## src/rtl/adc_ctrl_pkg.sv

```systemverilog
package adc_ctrl_pkg;
  localparam int unsigned BIT_IEN  = 21;
  localparam int unsigned BIT_REF  = 19;
  localparam int unsigned BIT_ST   = 18;
  localparam int unsigned BIT_EN   = 17;
  localparam int unsigned BIT_RST  = 16;
  localparam int unsigned BIT_CONV = 13;
  localparam int unsigned CH_LSB   = 24;
  localparam int unsigned CH_W     = 4;
  localparam int unsigned DIV_LSB  = 1;
  localparam int unsigned DIV_W    = 8;
  localparam logic [7:0]  OFS_CTRL = 8'h00;
  localparam logic [7:0]  OFS_RES  = 8'h04;

  typedef struct packed {
    logic [CH_W-1:0]  ch;
    logic             ien;
    logic             ref_int;
    logic             en;
    logic             srst;
    logic [DIV_W-1:0] div;
  } cfg_t;

  typedef enum logic {SEQ_IDLE, SEQ_BUSY} seq_st_e;
endpackage

```

## src/rtl/adc_clkdiv.sv

```systemverilog
module adc_clkdiv #(
  parameter int unsigned DIV_W = 8
) (
  input  logic             clk_i,
  input  logic             rst_ni,
  input  logic             en_i,
  input  logic [DIV_W-1:0] div_i,
  output logic             clk_o
);
  logic [DIV_W-1:0] cnt_q;
  logic             clk_q;

  always_ff @(posedge clk_i or negedge rst_ni) begin
    if (!rst_ni) begin
      cnt_q <= '0;
      clk_q <= 1'b0;
    end else if (!en_i) begin
      cnt_q <= '0;
      clk_q <= 1'b0;
    end else if (cnt_q >= div_i) begin
      // >= keeps the count bounded when div shrinks mid-count
      cnt_q <= '0;
      clk_q <= ~clk_q;
    end else begin
      cnt_q <= cnt_q + 1'b1;
    end
  end

  assign clk_o = clk_q;

  AST_CLK_IDLE_LOW: assert property (@(posedge clk_i) disable iff (!rst_ni)
    !en_i |=> !clk_o);
  AST_CLK_HOLD: assert property (@(posedge clk_i) disable iff (!rst_ni)
    (en_i && cnt_q < div_i) |=> $stable(clk_o));
endmodule

```

## src/rtl/adc_seq.sv

```systemverilog
module adc_seq
  import adc_ctrl_pkg::*;
#(
  parameter int unsigned RES_W    = 10,
  parameter int unsigned CH_OUT_W = 3
) (
  input  logic                clk_i,
  input  logic                rst_ni,
  input  logic                start_i,
  input  logic                abort_i,
  input  logic [CH_OUT_W-1:0] ch_i,
  input  logic                done_i,
  input  logic [RES_W-1:0]    data_i,
  output logic                busy_o,
  output logic [CH_OUT_W-1:0] ch_o,
  output logic [RES_W-1:0]    result_o,
  output logic                cap_o
);
  seq_st_e             st_q;
  logic [CH_OUT_W-1:0] ch_q;
  logic [RES_W-1:0]    res_q;

  assign cap_o = (st_q == SEQ_BUSY) && done_i && !abort_i;

  always_ff @(posedge clk_i or negedge rst_ni) begin
    if (!rst_ni) begin
      st_q  <= SEQ_IDLE;
      ch_q  <= '0;
      res_q <= '0;
    end else if (abort_i) begin
      st_q <= SEQ_IDLE;
    end else if (cap_o) begin
      st_q  <= SEQ_IDLE;
      res_q <= data_i;
    end else if (st_q == SEQ_IDLE && start_i) begin
      st_q <= SEQ_BUSY;
      ch_q <= ch_i;
    end
  end

  assign busy_o   = (st_q == SEQ_BUSY);
  assign ch_o     = ch_q;
  assign result_o = res_q;

  AST_DONE_ENDS: assert property (@(posedge clk_i) disable iff (!rst_ni)
    (busy_o && done_i && !abort_i) |=> (!busy_o && result_o == $past(data_i)));
  AST_ABORT_IDLE: assert property (@(posedge clk_i) disable iff (!rst_ni)
    abort_i |=> (!busy_o && $stable(result_o)));
  AST_CH_HELD: assert property (@(posedge clk_i) disable iff (!rst_ni)
    (busy_o && !abort_i && !done_i) |=> (busy_o && $stable(ch_o)));
  AST_NO_SELF_START: assert property (@(posedge clk_i) disable iff (!rst_ni)
    (!busy_o && !start_i) |=> !busy_o);
endmodule

```

## src/rtl/adc_regs.sv

```systemverilog
module adc_regs
  import adc_ctrl_pkg::*;
#(
  parameter int unsigned RES_W    = 10,
  parameter int unsigned NUM_CH   = 8,
  parameter int unsigned CH_OUT_W = 3
) (
  input  logic                clk_i,
  input  logic                rst_ni,
  input  logic                req_i,
  input  logic                we_i,
  input  logic [7:0]          addr_i,
  input  logic [31:0]         wdata_i,
  output logic [31:0]         rdata_o,
  input  logic                busy_i,
  input  logic                cap_i,
  input  logic [RES_W-1:0]    result_i,
  output cfg_t                cfg_o,
  output logic                start_o,
  output logic                abort_o,
  output logic [CH_OUT_W-1:0] start_ch_o,
  output logic                irq_o
);
  cfg_t cfg_q, cfg_d;
  logic st_q;
  logic wr_ctrl;
  logic ch_ok;

  assign wr_ctrl = req_i && we_i && (addr_i == OFS_CTRL);
  assign ch_ok   = ({1'b0, wdata_i[CH_LSB +: CH_W]} < (CH_W+1)'(NUM_CH));

  always_comb begin
    cfg_d = cfg_q;
    if (wr_ctrl) begin
      cfg_d.ch      = wdata_i[CH_LSB +: CH_W];
      cfg_d.ien     = wdata_i[BIT_IEN];
      cfg_d.ref_int = wdata_i[BIT_REF];
      cfg_d.en      = wdata_i[BIT_EN];
      cfg_d.srst    = wdata_i[BIT_RST];
      cfg_d.div     = wdata_i[DIV_LSB +: DIV_W];
    end
  end

  always_ff @(posedge clk_i or negedge rst_ni) begin
    if (!rst_ni) cfg_q <= '0;
    else         cfg_q <= cfg_d;
  end

  // completion wins over a clearing write in the same cycle
  always_ff @(posedge clk_i or negedge rst_ni) begin
    if (!rst_ni)                        st_q <= 1'b0;
    else if (cap_i)                     st_q <= 1'b1;
    else if (wr_ctrl && wdata_i[BIT_ST]) st_q <= 1'b0;
  end

  assign abort_o    = cfg_d.srst;
  assign start_o    = wr_ctrl && wdata_i[BIT_CONV] && wdata_i[BIT_EN]
                      && !wdata_i[BIT_RST] && ch_ok;
  assign start_ch_o = wdata_i[CH_LSB +: CH_OUT_W];
  assign cfg_o      = cfg_q;
  assign irq_o      = st_q && cfg_q.ien;

  always_comb begin
    rdata_o = '0;
    if (addr_i == OFS_CTRL) begin
      rdata_o[CH_LSB +: CH_W]   = cfg_q.ch;
      rdata_o[BIT_IEN]          = cfg_q.ien;
      rdata_o[BIT_REF]          = cfg_q.ref_int;
      rdata_o[BIT_ST]           = st_q;
      rdata_o[BIT_EN]           = cfg_q.en;
      rdata_o[BIT_RST]          = cfg_q.srst;
      rdata_o[BIT_CONV]         = busy_i;
      rdata_o[DIV_LSB +: DIV_W] = cfg_q.div;
    end else if (addr_i == OFS_RES) begin
      rdata_o[RES_W-1:0] = result_i;
    end
  end

  AST_FLAG_ON_DONE: assert property (@(posedge clk_i) disable iff (!rst_ni)
    cap_i |=> st_q);
  AST_FLAG_STICKY: assert property (@(posedge clk_i) disable iff (!rst_ni)
    (st_q && !(wr_ctrl && wdata_i[BIT_ST])) |=> st_q);
  AST_FIELDS_KEPT: assert property (@(posedge clk_i) disable iff (!rst_ni)
    !wr_ctrl |=> $stable(cfg_q));
endmodule

```

## src/rtl/adc_conv_ctrl.sv

```systemverilog
module adc_conv_ctrl
  import adc_ctrl_pkg::*;
#(
  parameter int unsigned RES_W  = 10,
  parameter int unsigned NUM_CH = 8
) (
  input  logic                       clk_i,
  input  logic                       rst_ni,
  input  logic                       req_i,
  input  logic                       we_i,
  input  logic [7:0]                 addr_i,
  input  logic [31:0]                wdata_i,
  output logic [31:0]                rdata_o,
  output logic                       irq_o,
  output logic                       conv_clk_o,
  output logic                       conv_start_o,
  output logic [$clog2(NUM_CH)-1:0]  conv_ch_o,
  output logic                       conv_ref_int_o,
  input  logic                       conv_done_i,
  input  logic [RES_W-1:0]           conv_data_i
);
  localparam int unsigned CH_OUT_W = $clog2(NUM_CH);

  cfg_t                cfg;
  logic                start, abort, busy, cap;
  logic [CH_OUT_W-1:0] start_ch;
  logic [RES_W-1:0]    result;

  adc_regs #(.RES_W(RES_W), .NUM_CH(NUM_CH), .CH_OUT_W(CH_OUT_W)) u_regs (
    .clk_i, .rst_ni, .req_i, .we_i, .addr_i, .wdata_i, .rdata_o,
    .busy_i(busy), .cap_i(cap), .result_i(result), .cfg_o(cfg),
    .start_o(start), .abort_o(abort), .start_ch_o(start_ch), .irq_o
  );

  adc_seq #(.RES_W(RES_W), .CH_OUT_W(CH_OUT_W)) u_seq (
    .clk_i, .rst_ni, .start_i(start), .abort_i(abort), .ch_i(start_ch),
    .done_i(conv_done_i), .data_i(conv_data_i), .busy_o(busy),
    .ch_o(conv_ch_o), .result_o(result), .cap_o(cap)
  );

  adc_clkdiv #(.DIV_W(DIV_W)) u_clkdiv (
    .clk_i, .rst_ni, .en_i(cfg.en), .div_i(cfg.div), .clk_o(conv_clk_o)
  );

  assign conv_start_o   = busy;
  assign conv_ref_int_o = cfg.ref_int;

  AST_IRQ_NEEDS_EN: assert property (@(posedge clk_i) disable iff (!rst_ni)
    irq_o |-> cfg.ien);
endmodule

```

## config.mk

```make
export PLATFORM = sky130hd
export DESIGN_NAME = adc_conv_ctrl
export DESIGN_NICKNAME = d
export VERILOG_FILES = /design/src/rtl/adc_ctrl_pkg.sv /design/src/rtl/adc_clkdiv.sv /design/src/rtl/adc_seq.sv /design/src/rtl/adc_regs.sv /design/src/rtl/adc_conv_ctrl.sv
export SDC_FILE = /design/constraint.sdc
export NUM_CORES = 1
export LEC_CHECK = 0
export ABC_AREA = 1
export ABC_CLOCK_PERIOD_IN_PS = 3600
export BUFFER_PORTS_ARGS = -buffer_cell sky130_fd_sc_hd__buf_2
export CAP_MARGIN = 20
export CORE_MARGIN = 2
export CORE_UTILIZATION = 50
export CTS_BUF_LIST = sky130_fd_sc_hd__clkbuf_4
export DETAILED_ROUTE_END_ITERATION = 7
export PLACE_DENSITY = 0.86
export SLEW_MARGIN = 20
export SYNTH_ARGS = -nofsm -noshare
export SYNTH_HDL_FRONTEND = slang
export SYNTH_SLANG_ARGS = --single-unit
```

## constraint.sdc

```tcl
create_clock -name clk_i -period 3.6 [get_ports clk_i]
set_clock_uncertainty 0.2 [all_clocks]
set_input_delay 0.18 -clock clk_i [delete_from_list [all_inputs] [get_ports clk_i]]
set_output_delay 0.18 -clock clk_i [all_outputs]
set_load 0.05 [all_outputs]
```

==> qor.csv <==
stage;metric;value;unit
detailed_routing;average wire per standard cell;12.6;um
final_layout;area occupied by multi-input gates;992;um^2
die;Top Ports;94;
worst_hold_path;origin of the worst min-delay path;we_i;
sta;Setup TNS Final;0;ns
critical_path;Slowest-stage cell, CP;dlygate4sd3_1;
sta;RSZ-0062 raised after global routing;no;
detailed_routing;Routed Wire Length;5.31;mm
detailed_routing;vias per cell;4.79;
detailed_routing;post-route ant nets;0;
grt;first-pass GRT wire length;8.73;mm
grt;vias in the first global route;1947;
yosys;top cell type's share of synthesized area;0.436;
final_layout;Ant. Diodes;0;
clocking;Post-CTS Setup Bufs;0;
critical_path;most frequent CP cell;dlygate4sd3_1;
worst_hold_path;worst hold path type;input pin to register;
final_layout;# nets final;432;
clocking;clock root buffer;clkbuf_4;
critical_path;Critical Path Start;wdata_i[16];
critical_path;cell family with most CP delay;buffers and inverters;
critical_path;Startpoint Class;input pin;
clocking;CTS HTree Levels;2;
critical_path;Arr. time, crit path;2.06;ns
die;Die Area;5140;um^2
critical_path;FF-to-FF Start;u_clkdiv.cnt_q[5];
critical_path;Worst Path Required;3.67;ns
final_layout;Fillers;315;
pwr;peak supply drop;321;uV
critical_path;largest stage delay on the critical path;0.60;ns
yosys;count of warnings emitted by yosys;0;
final_layout;register area;1000;um^2
placed_design;port bufs;67;
clocking;clk slew on worst S/H paths;0.12;ns
sta;period utilization;0.552;
critical_path;crit path buf inv count;3;
grt;initial antenna violation count;0;
grt;Congestion Overflow GR;0;
clocking;Max clock buf depth;2;
final_layout;Area Overhead vs Synth;29.6;%
die;Starting Density;0.523;
status;outcome;finished, final reports clean;
final_layout;layout cells sized above 1;0.304;
sta;post-route minimum period;1.99;ns
critical_path;crit-path max FO;5;
critical_path;CP Capture Type;register;
die;Core ar.;4380;um^2
detailed_routing;DRC;0;
yosys;Avg Cell Area, Syn;8.46;um^2
clocking;Clk Latency, worst-skew pair;0.35;ns
yosys;Yosys cell types;28;
pwr;Pleak;1.72;nW
final_layout;Util after Layout;0.678;
pwr;Power Density;350;nW/um^2
clocking;TritonCTS clock tree;done;
critical_path;WS Path Type;input pin to register;
sta;Slew @ Worst Pin;0.877;ns
grt;pin count of the biggest net entering global routing;41;
sta;Achievable Freq;0.503;GHz
sta;Final Hold Fails;0;
die;num rows;24;
yosys;Seq/Total Area, Yosys;0.436;
yosys;Mapped Area;2290;um^2
sta;relative slew slack;0.416;
placed_design;Final GP Congestion;0.809;
detailed_routing;Vias;2015;
detailed_routing;drt pass-1 iters;4;
detailed_routing;Initial DRC Count;119;
sta;# setup viols final;0;
clocking;TritonCTS Sinks;40;
die;die width;71.7;um
yosys;Synth area leaders;dfrtp_1 44%, inv_1 8.5%, nor2_1 7.4%;
clocking;hold buffer count at CTS;30;
yosys;post-synthesis register bit count;40;
yosys;cell taking the most area after synthesis;dfrtp_1;
clocking;CTS buffer count;5;
critical_path;crit-path cells;dlygate4sd3_1 > buf_2 > nor3b_1 > nand4_2 > dlygate4sd3_1 > a21oi_1;
die;Die Y-Extent;71.7;um
placed_design;Post-DP HPWL;3.28;mm
sta;Final Max Slew Viols;0;
grt;GRT Overall Usage;0.220;
run;max_cap viols;0;
yosys;Cells after Synth;271;
clocking;# resized after CTS;0;
## per-stage QoR
step	setup slack, ns	cells	instance area (um^2)	total power (W)	hold WS, ns
final	1.61	421	2970	0.00104	0.0582
after global routing	1.52	421	2970	0.00109	0.0726
after CTS	1.66	421	2970	0.00105	0.0548
after detailed placement	1.62	383	2590	0.000720	0.148
after global placement	1.65	383	2590	0.000713	0.140
after floorplan	1.43	282	2330	0.000682	-0.316
## power breakdown
| group | switching, W | internal, W | total, W |
|---|---|---|---|
| registers | 0.0000330 | 0.000496 | 0.000529 |
| logic | 0.000124 | 0.0000894 | 0.000213 |
| clock network | 0.000153 | 0.000145 | 0.000298 |
## final cells by class
cell class,instances,share of cell area
sequential,40,0.337
multi-input combinational,171,0.334
timing repair buffer,97,0.214
inverter,53,0.0669
tap,52,0.0219
clock inverter,3,0.0143
clock buffer,5,0.0126
## synthesized netlist by cell type
cell type / number
inv_2: 1
nand2_2: 10
buf_6: 4
o22ai_1: 7
nand3_2: 1
conb_1: 1
dfrtp_1: 40
nor2_2: 2
xnor2_1: 2
o21ai_0: 2
ha_1: 9
nor3_1: 5
nand2_4: 2
nor2_8: 1
inv_1: 52
clkbuf_1: 2
nand3_1: 6
nor2_1: 45
nand4_1: 5
xor2_1: 4
nand3_4: 1
buf_4: 12
o21ai_2: 10
nand4_2: 1
a21oi_1: 9
nor3b_1: 1
a21oi_2: 8
nand2_1: 28
## path summary, 6_finish.rpt
kind                                     endpoint  slack (ns)  cells past startpoint
worst max-delay path                 u_seq.busy_o        1.61                      6
worst min-delay path              u_regs.cfg_o[9]        0.06                      5
worst max register to register     u_clkdiv.clk_o        1.70                      7
worst min register to register  u_seq.result_o[8]        0.30                      2
max in group asynchronous         u_regs.cfg_o[5]        2.37                      2
min in group asynchronous       u_clkdiv.cnt_q[7]        0.29                      2
## logic make-up after synthesis
family	count (synthesis)	share of synthesized area
XOR/XNOR	6	0.0229
AND/OR/NAND/NOR	108	0.229
other	1	0.00164
buffers and inverters	71	0.149
AO/OA/AOI/OAI	36	0.112
flip-flops	40	0.436
adder cells (fa/ha/maj)	9	0.0491
## placed cells by master (no fill, tap or decap), types with 2 or more instances in the layout
cell type	netlist	final
nand4_1	5	5
xor2_1	4	4
conb_1	1	12
xnor2_1	2	2
nor3_1	5	5
o21ai_0	2	2
ha_1	9	9
dfrtp_1	40	40
a21oi_2	8	8
a21oi_1	9	9
nand2_2	10	10
clkbuf_4	0	5
dlygate4sd3_1	0	30
nand3_1	6	6
nand2_4	2	2
nor2_2	2	2
o22ai_1	7	7
inv_1	52	52
nand2_1	28	28
nor2_1	45	45
buf_2	0	67
o21ai_2	10	10
## metal layers
| metal | routed length, um | global-route usage |
|---|---|---|
| met2 | 2780 | 0.393 |
| met1 | 2130 | 0.250 |
| met3 | 265 | 0.0534 |
| met5 | 0 | 0 |
| met4 | 136 | 0.0922 |
## worst register-to-register path: stages (launching register included)
cell,delay (ns)
dfrtp_1,0.45
ha_1,0.31
nand2_1,0.06
nand2_1,0.06
a21oi_1,0.14
nand4_1,0.36
nand2_1,0.15
nand2_1,0.06
## registers in the layout (all words and copies together), names as in the netlist
name,flops
u_clkdiv.clk_o,1
u_clkdiv.cnt_q,8
u_regs.st_q,1
u_regs.cfg_o,16
u_seq.result_o,10
u_seq.ch_o,3
u_seq.busy_o,1
Note: power is estimated with default switching activity, not from simulation.
